### config.mk
export PLATFORM = sky130hd
export DESIGN_NAME = ltmr_top
export DESIGN_NICKNAME = d
export VERILOG_FILES = /design/src/rtl/ltmr_pkg.sv /design/src/rtl/ltmr_regs.sv /design/src/rtl/ltmr_div.sv /design/src/rtl/ltmr_core.sv /design/src/rtl/ltmr_irq.sv /design/src/rtl/ltmr_top.sv
export SDC_FILE = /design/constraint.sdc
export NUM_CORES = 1
export LEC_CHECK = 0
export BUFFER_PORTS_ARGS = -buffer_cell sky130_fd_sc_hd__buf_4
export CAP_MARGIN = 20
export CORE_ASPECT_RATIO = 1.25
export CORE_MARGIN = 2
export CORE_UTILIZATION = 58
export CTS_CLUSTER_DIAMETER = 200
export DETAILED_ROUTE_END_ITERATION = 12
export GPL_TIMING_DRIVEN = 0
export HOLD_SLACK_MARGIN = 0.05
export PLACE_DENSITY = 0.81
export SLEW_MARGIN = 10
export SYNTH_ARGS = -nofsm -noshare
export SYNTH_HDL_FRONTEND = slang
export SYNTH_SLANG_ARGS = --single-unit
### constraint.sdc
create_clock -name clk -period 4.05 [get_ports clk]
set_input_delay 0.405 -clock clk [delete_from_list [all_inputs] [get_ports clk]]
set_output_delay 0.405 -clock clk [all_outputs]
set_load 0.01 [all_outputs]
### src/rtl/ltmr_pkg.sv
package ltmr_pkg;

    typedef enum logic [1:0] {
        MODE_ONCE     = 2'b00,
        MODE_PERIODIC = 2'b01,
        MODE_DEADLINE = 2'b10,
        MODE_RSVD     = 2'b11
    } tmode_e;

    typedef enum logic [1:0] {
        ST_IDLE  = 2'd0,
        ST_COUNT = 2'd1,
        ST_ARMED = 2'd2
    } tstate_e;

    typedef enum logic [1:0] {
        SEL_INIT  = 2'd0,
        SEL_DIV   = 2'd1,
        SEL_ENTRY = 2'd2,
        SEL_NONE  = 2'd3
    } wsel_e;

    localparam int ENT_MASK_BIT = 16;
    localparam int ENT_MODE_LO  = 17;

    typedef struct packed {
        logic [7:0] vec;
        logic       mask;
        tmode_e     mode;
    } entry_t;

endpackage

### src/rtl/ltmr_regs.sv
module ltmr_regs
    import ltmr_pkg::*;
(
    input  logic        clk,
    input  logic        rst_n,
    input  logic        sw_en,
    input  logic        wr_en,
    input  logic [1:0]  wr_sel,
    input  logic [31:0] wr_data,
    output logic [2:0]  cfg_q,
    output entry_t      ent_q,
    output logic        init_wr,
    output logic        mode_chg
);
    tmode_e new_mode;
    logic   unused_bits;

    assign new_mode    = tmode_e'(wr_data[ENT_MODE_LO+1:ENT_MODE_LO]);
    assign unused_bits = ^{wr_data[31:19], wr_data[15:8], wr_data[2]};

    // count writes only take effect outside deadline mode
    assign init_wr  = wr_en && (wsel_e'(wr_sel) == SEL_INIT) && (ent_q.mode != MODE_DEADLINE);
    assign mode_chg = wr_en && (wsel_e'(wr_sel) == SEL_ENTRY) && (new_mode != ent_q.mode);

    always_ff @(posedge clk or negedge rst_n) begin
        if (!rst_n) begin
            cfg_q <= 3'b000;
            ent_q <= '{vec: 8'h00, mask: 1'b1, mode: MODE_ONCE};
        end else begin
            if (wr_en && (wsel_e'(wr_sel) == SEL_DIV)) begin
                cfg_q <= {wr_data[3], wr_data[1], wr_data[0]};
            end
            if (wr_en && (wsel_e'(wr_sel) == SEL_ENTRY)) begin
                ent_q.vec  <= wr_data[7:0];
                ent_q.mode <= new_mode;
                ent_q.mask <= wr_data[ENT_MASK_BIT] | ~sw_en;
            end else if (!sw_en) begin
                ent_q.mask <= 1'b1;
            end
        end
    end
endmodule

### src/rtl/ltmr_div.sv
module ltmr_div #(
    parameter int CNT_W      = 32,
    parameter int MIN_PERIOD = 16,
    parameter int CW         = CNT_W + 7
) (
    input  logic [2:0]       cfg,
    input  logic [CNT_W-1:0] init_val,
    input  logic             periodic,
    output logic [2:0]       shift,
    output logic [CW-1:0]    period
);
    logic [CW-1:0] scaled;

    // index wraps in three bits: code 3'b111 gives shift 0
    assign shift  = cfg + 3'd1;
    assign scaled = CW'(init_val) << shift;

    generate
        if (MIN_PERIOD > 0) begin : g_clamp
            localparam logic [CW-1:0] MIN_C = CW'(MIN_PERIOD);
            assign period = (periodic && (scaled < MIN_C)) ? MIN_C : scaled;
        end else begin : g_noclamp
            logic unused_periodic;
            assign unused_periodic = periodic;
            assign period = scaled;
        end
    endgenerate
endmodule

### src/rtl/ltmr_core.sv
module ltmr_core
    import ltmr_pkg::*;
#(
    parameter int CNT_W = 32,
    parameter int TS_W  = 64,
    parameter int CW    = CNT_W + 7
) (
    input  logic             clk,
    input  logic             rst_n,
    input  logic             init_wr,
    input  logic             init_zero,
    input  logic [CW-1:0]    period,
    input  logic             cancel,
    input  tmode_e           mode,
    input  logic [2:0]       shift,
    input  logic             dl_wr,
    input  logic [TS_W-1:0]  dl_data,
    input  logic [TS_W-1:0]  tsc,
    output logic             expire,
    output tstate_e          state,
    output logic [CNT_W-1:0] cnt_out
);
    tstate_e         state_n;
    logic [CW-1:0]   rem, rem_n, per_q, per_n;
    logic [TS_W-1:0] dl_q, dl_n;
    logic            dl_ok;

    assign dl_ok = dl_wr && (mode == MODE_DEADLINE);

    // state register
    always_ff @(posedge clk or negedge rst_n) begin
        if (!rst_n) begin
            state <= ST_IDLE;
            rem   <= '0;
            per_q <= '0;
            dl_q  <= '0;
        end else begin
            state <= state_n;
            rem   <= rem_n;
            per_q <= per_n;
            dl_q  <= dl_n;
        end
    end

    // next state and expiry
    always_comb begin
        state_n = state;
        rem_n   = rem;
        per_n   = per_q;
        dl_n    = dl_q;
        expire  = 1'b0;
        if (cancel) begin                           // CANCEL
            state_n = ST_IDLE;
            rem_n   = '0;
        end else if (init_wr) begin
            if (init_zero) begin                    // STOP
                state_n = ST_IDLE;
                rem_n   = '0;
            end else begin                          // START
                state_n = ST_COUNT;
                rem_n   = period;
                per_n   = period;
            end
        end else if (dl_ok) begin
            dl_n = dl_data;
            if (dl_data == '0) begin                // DISARM
                state_n = ST_IDLE;
            end else begin                          // ARM
                state_n = ST_ARMED;
            end
        end else begin
            unique case (state)
                ST_IDLE: ;
                ST_COUNT: begin
                    if (rem == CW'(1)) begin
                        expire = 1'b1;
                        if (mode == MODE_PERIODIC) begin   // RELOAD
                            rem_n = per_q;
                        end else begin                     // FINISH
                            state_n = ST_IDLE;
                            rem_n   = '0;
                        end
                    end else begin
                        rem_n = rem - CW'(1);
                    end
                end
                ST_ARMED: begin
                    if (tsc >= dl_q) begin                 // FIRE
                        expire  = 1'b1;
                        state_n = ST_IDLE;
                    end
                end
                default: state_n = ST_IDLE;
            endcase
        end
    end

    // outputs
    always_comb begin
        cnt_out = '0;
        unique case (state)
            ST_COUNT: cnt_out = CNT_W'(rem >> shift);
            ST_IDLE, ST_ARMED: cnt_out = '0;
            default: cnt_out = '0;
        endcase
    end
endmodule

### src/rtl/ltmr_irq.sv
module ltmr_irq #(
    parameter int PEND_W = 4
) (
    input  logic       clk,
    input  logic       rst_n,
    input  logic       expire,
    input  logic       irq_ack,
    input  logic       sw_en,
    input  logic       mask,
    input  logic [7:0] vec,
    output logic       irq_req,
    output logic [7:0] irq_vec
);
    localparam logic [PEND_W-1:0] PEND_MAX = '1;
    logic [PEND_W-1:0] pend;
    logic              take;

    assign irq_req = (pend != '0) && !mask && sw_en;
    assign irq_vec = vec;
    assign take    = irq_req && irq_ack;

    always_ff @(posedge clk or negedge rst_n) begin
        if (!rst_n) begin
            pend <= '0;
        end else if (!sw_en) begin
            pend <= '0;
        end else if (expire && !take) begin
            if (pend != PEND_MAX) pend <= pend + 1'b1;
        end else if (take && !expire) begin
            pend <= pend - 1'b1;
        end
    end
endmodule

### src/rtl/ltmr_top.sv
module ltmr_top
    import ltmr_pkg::*;
#(
    parameter int CNT_W      = 32,
    parameter int TS_W       = 64,
    parameter int MIN_PERIOD = 16,
    parameter int PEND_W     = 4
) (
    input  logic             clk,
    input  logic             rst_n,
    input  logic             sw_en,
    input  logic             wr_en,
    input  logic [1:0]       wr_sel,
    input  logic [31:0]      wr_data,
    input  logic             dl_wr,
    input  logic [TS_W-1:0]  dl_data,
    input  logic [TS_W-1:0]  tsc,
    input  logic             irq_ack,
    output logic [CNT_W-1:0] cur_count,
    output logic             irq_req,
    output logic [7:0]       irq_vec
);
    localparam int CW = CNT_W + 7;

    logic [2:0]    cfg_q, shift;
    entry_t        ent_q;
    logic          init_wr, mode_chg, expire;
    logic [CW-1:0] period;
    tstate_e       state;

    ltmr_regs u_regs (
        .clk(clk), .rst_n(rst_n), .sw_en(sw_en), .wr_en(wr_en),
        .wr_sel(wr_sel), .wr_data(wr_data), .cfg_q(cfg_q), .ent_q(ent_q),
        .init_wr(init_wr), .mode_chg(mode_chg)
    );

    ltmr_div #(.CNT_W(CNT_W), .MIN_PERIOD(MIN_PERIOD), .CW(CW)) u_div (
        .cfg(cfg_q), .init_val(wr_data[CNT_W-1:0]),
        .periodic(ent_q.mode == MODE_PERIODIC), .shift(shift), .period(period)
    );

    ltmr_core #(.CNT_W(CNT_W), .TS_W(TS_W), .CW(CW)) u_core (
        .clk(clk), .rst_n(rst_n), .init_wr(init_wr),
        .init_zero(wr_data[CNT_W-1:0] == '0), .period(period),
        .cancel(mode_chg), .mode(ent_q.mode), .shift(shift),
        .dl_wr(dl_wr), .dl_data(dl_data), .tsc(tsc),
        .expire(expire), .state(state), .cnt_out(cur_count)
    );

    ltmr_irq #(.PEND_W(PEND_W)) u_irq (
        .clk(clk), .rst_n(rst_n), .expire(expire), .irq_ack(irq_ack),
        .sw_en(sw_en), .mask(ent_q.mask), .vec(ent_q.vec),
        .irq_req(irq_req), .irq_vec(irq_vec)
    );
endmodule

==> results_dict.tcl <==
set metrics [dict create \
    tightest_pin_transition_ns 0.765 \
    critPathArrivalTime_ns 3.46 \
    yosysWarnings 0 \
    die_width_um 133 \
    netlist_top_cells_area "dfrtp_1 (33%), mux4_2 (8.4%), nand2_1 (7.7%)" \
    synth.largest_area_cell "dfrtp_1" \
    total_power_uw 8970 \
    die_y_um 165 \
    post_drt_wl_per_cell_um 19.8 \
    htree_num_levels 4 \
    detail_route.drc_violations 0 \
    via_count 11499 \
    clk_transition_reported_paths_ns 0.07 \
    hold_viol 0 \
    setup-violations-final 0 \
    worst-endpoint-required_ns 3.64 \
    core_area_sq_um 20600 \
    power.static_leakage_uw 0.00676 \
    main_combinational_cell_family_by_area_after_synthesis "simple AND/OR/NAND/NOR gates" \
    run_status "finished, final reports clean" \
    place.gp.congestion 1.02 \
    setup.worst_path.end "cur_count[9]" \
    insertion_delay_ns 0.44 \
    critPathMostFrequentCell "buf_2" \
    post_synth_num_cell_types 70 \
    timing.rr.end "u_irq.pend[3]" \
    use_met3 0.0632 \
    gr-usage-met1 0.388 \
    numPortBuffers 207 \
    grt_pass1_wl_um 58700 \
    crit_type "reg -> out" \
    netlist_area_sq_um 12100 \
    synth_top_flop_cell "dfrtp_1" \
    globalRoute.totalOverflow 0 \
    startpoint_type "register" \
    pwr_density_cell_nw_per_um2 613 \
    insertedDiodeCount 0 \
    cts_made_buffers 17 \
    gr-usage-all-layers 0.342 \
    slowest_delay_ns 0.38 \
    clock-skew-final_ns 0.0115 \
    clock_sinks 162 \
    synth-edff-count 0 \
    r2r-start "u_core.rem[23]" \
    layout_min_cycle_time_ns 3.87 \
    drt_first_iter_violations 829 \
    routed_wirelength_um 37300 \
    ant_nets 0 \
    number_of_core_rows 59 \
    synth.avg_cell_area_sq_um 8.85 \
    use_met2 0.622 \
    antenna_found_initial 0 \
    start_util 0.586 \
    gr-max-usage-layer "met2" \
    clock_tree.root_cell "clkbuf_16" \
    avgViaCountPerCell 6.11 \
    ir_drop_mv 0.294 \
    synth_xor_area_frac 0.0261 \
    drive_above_1_share 0.226 \
    nNetsFinal 1836 \
    synth_compound_gate_area_share 0.171 \
    critPathLaunch "u_regs.cfg_q[0]" \
    max_clock_freq_mhz 258 \
    postLayoutSetupSlackWorst_ns 0.181 \
    slew-limit-headroom 0.490 \
    r2r_cells 14 \
    path_max_fanout 10 \
    fillers 1614 \
    layout-area-overhead-vs-synth_pct 21.3 \
    cp-end-kind "output pin" \
    post-route-period-util 0.955 \
    place_area_sq_um 14000 \
    tritoncts_clock_tree "built" \
    grt_start_max_net_pins 108 \
    die_area_sq_um 22000 \
    multiplexer_share_of_the_synthesized_area 0.144 \
    async_reset_ff_frac 1.00 \
    synth_seq_cells 162 \
    critPathSlowestCell "dfrtp_1" \
    hpwlAfterDp_um 29000 \
    netlist.area_leader.share 0.334 \
    dp_slack_ns -0.0356 \
    postSynthNetCount 1605 \
    post_synth_inst_count 1364 \
    timing_max_transition_violations_final 0 \
    postLayoutCellArea_sq_um 14600 \
    hold-worst-slack_ns 0.180 \
    yosysSeqAreaShare 0.336 \
    crit_chain "ha_1 > buf_2 > buf_2 > clkbuf_4 > clkbuf_4 > buf_2 > mux4_2 > nand2_1 > a21boi_0 > buf_4" \
    grt_pass1_vias 11449 \
    hp-class "in -> reg" \
    dr.pass1.iters 5 \
    synth_simple_gate_area_share 0.182 \
    top_level_ports 209 \
    number_of_buffers_on_the_longest_clock_path 2 \
    max-cap-violations 0 \
    rrSetupSlack_ns 0.23 \
    yosys.area_share.adder 0.0763 \
]
## final cells by class
cell class | count | area [sq um] | share of cell area
plain buffers | 102 | 492 | 0.0336
clock buffers | 21 | 440 | 0.0301
clock inverters | 11 | 130 | 0.00889
inverters | 76 | 285 | 0.0195
multi-input cells | 1024 | 7270 | 0.497
flip-flops and latches | 162 | 4060 | 0.277
well taps | 274 | 343 | 0.0234
repair buffers | 212 | 1620 | 0.111
## timing repair
| action | CTS | global route |
|---|---|---|
| gates resized for setup | 0 | 7 |
| endpoints found under the hold margin | 55 | 0 |
| hold buffers | 1 | 0 |
| setup buffers | 0 | 3 |
| setup endpoints to repair | 0 | 29 |
## logic make-up after synthesis
| kind of cell | after synthesis |
|---|---|
| AOI/OAI and AO/OA | 343 |
| xor gates and xnor gates | 36 |
| adders and majority gates | 73 |
| buffers and inverters | 178 |
| DFF | 162 |
| muxes | 115 |
| and+or+nand+nor | 457 |
## state kept, by name, indices dropped and copies added (netlist names)
signal        count
u_core.dl_q      64
u_core.per_q     39
u_core.rem       39
u_regs.ent_q     11
u_irq.pend        4
u_regs.cfg_q      3
u_core.state      2
## worst min path at each step
stage | startpoint | to | slack (ns) | depth (start not counted)
6_report | dl_data[46] | u_core.dl_q[46] | 0.18 | 3
5_1_grt | dl_data[29] | u_core.dl_q[29] | 0.19 | 3
4_1_cts | dl_data[14] | u_core.dl_q[14] | 0.18 | 3
3_5_place_dp | rst_n | u_core.dl_q[28] | 0.36 | 1
3_3_place_gp | u_core.per_q[32] | u_core.per_q[32] | 0.45 | 1
2_1_floorplan | rst_n | u_core.dl_q[0] | 0.11 | 0
## layout by cell type, fill, tap and decap left out, types with 6 or more instances in the layout
master     count
nand2_1      246
buf_4        217
dfrtp_1      161
o21ai_0      133
inv_1         76
ha_1          72
a21oi_1       63
nor2_1        62
clkbuf_1      61
mux2i_1       51
mux4_2        45
nor4_1        34
a21boi_0      32
a21o_1        29
xnor2_1       23
buf_2         20
o21ai_1       20
mux2_2        19
nand3_1       17
nand4_1       17
clkbuf_16     17
nor3_1        15
xor2_1        13
a22o_1        13
o22ai_1       12
a211oi_1      11
and2_1         9
buf_1          8
nand3b_1       6
buf_6          6
nand2b_1       6
## critical path: cells and delay by family (launching register included)
kind	cells	cell delay, ns
AO/OA/AOI/OAI	1	0.24
adder cells (fa/ha/maj)	1	0.33
buffers and inverters	6	1.71
flip-flops	1	0.38
multiplexers	1	0.28
AND/OR/NAND/NOR	1	0.07
## stage by stage
| stage | std cells | util | setup TNS, ns |
|---|---|---|---|
| after floorplan | 1364 | - | 0 |
| after global placement | 1845 | 0.678 | 0 |
| after detailed placement | 1846 | 0.680 | -0.0356 |
| after CTS | 1879 | 0.708 | 0 |
| after global routing | 1882 | 0.711 | -0.00833 |
| final | 1882 | 0.711 | 0 |
## Yosys cell counts, types with 4 or more instances
master	instances
and2_1	9
buf_4	8
buf_1	8
a21boi_0	32
o22ai_1	12
nand3b_1	6
mux2_2	19
o21ai_1	20
a211oi_1	11
xnor2_1	23
o211ai_1	4
xor2_1	13
nor2b_1	5
nor2_1	62
o22a_1	4
a21o_1	29
dfrtp_1	161
nor4_2	5
a221oi_1	4
clkbuf_1	57
nand2_1	246
nor3b_1	5
buf_6	6
nand2b_1	6
nand4_1	17
nor4_1	36
a21oi_1	63
buf_2	22
mux2i_1	51
nand3_1	17
or4_1	4
o21ai_0	133
ha_1	72
inv_1	76
mux4_2	45
nor3_1	15
or3_1	4
a22o_1	13
## report_power, final
| group | total (uW) | switching [uW] | internal (uW) |
|---|---|---|---|
| sequential | 2700 | 462 | 2240 |
| clock | 1610 | 699 | 912 |
| combinational | 4660 | 2630 | 2030 |
## metal layers
layer / part of all wire / routed length (um) / vias up
met5: 0 / 0 / -
met4: 0.041 / 1530 / 0
met3: 0.067 / 2500 / 99
met2: 0.51 / 19200 / 504
met1: 0.38 / 14100 / 5553
li1: - / - / 5343
Power figures use the tool's default switching activity.
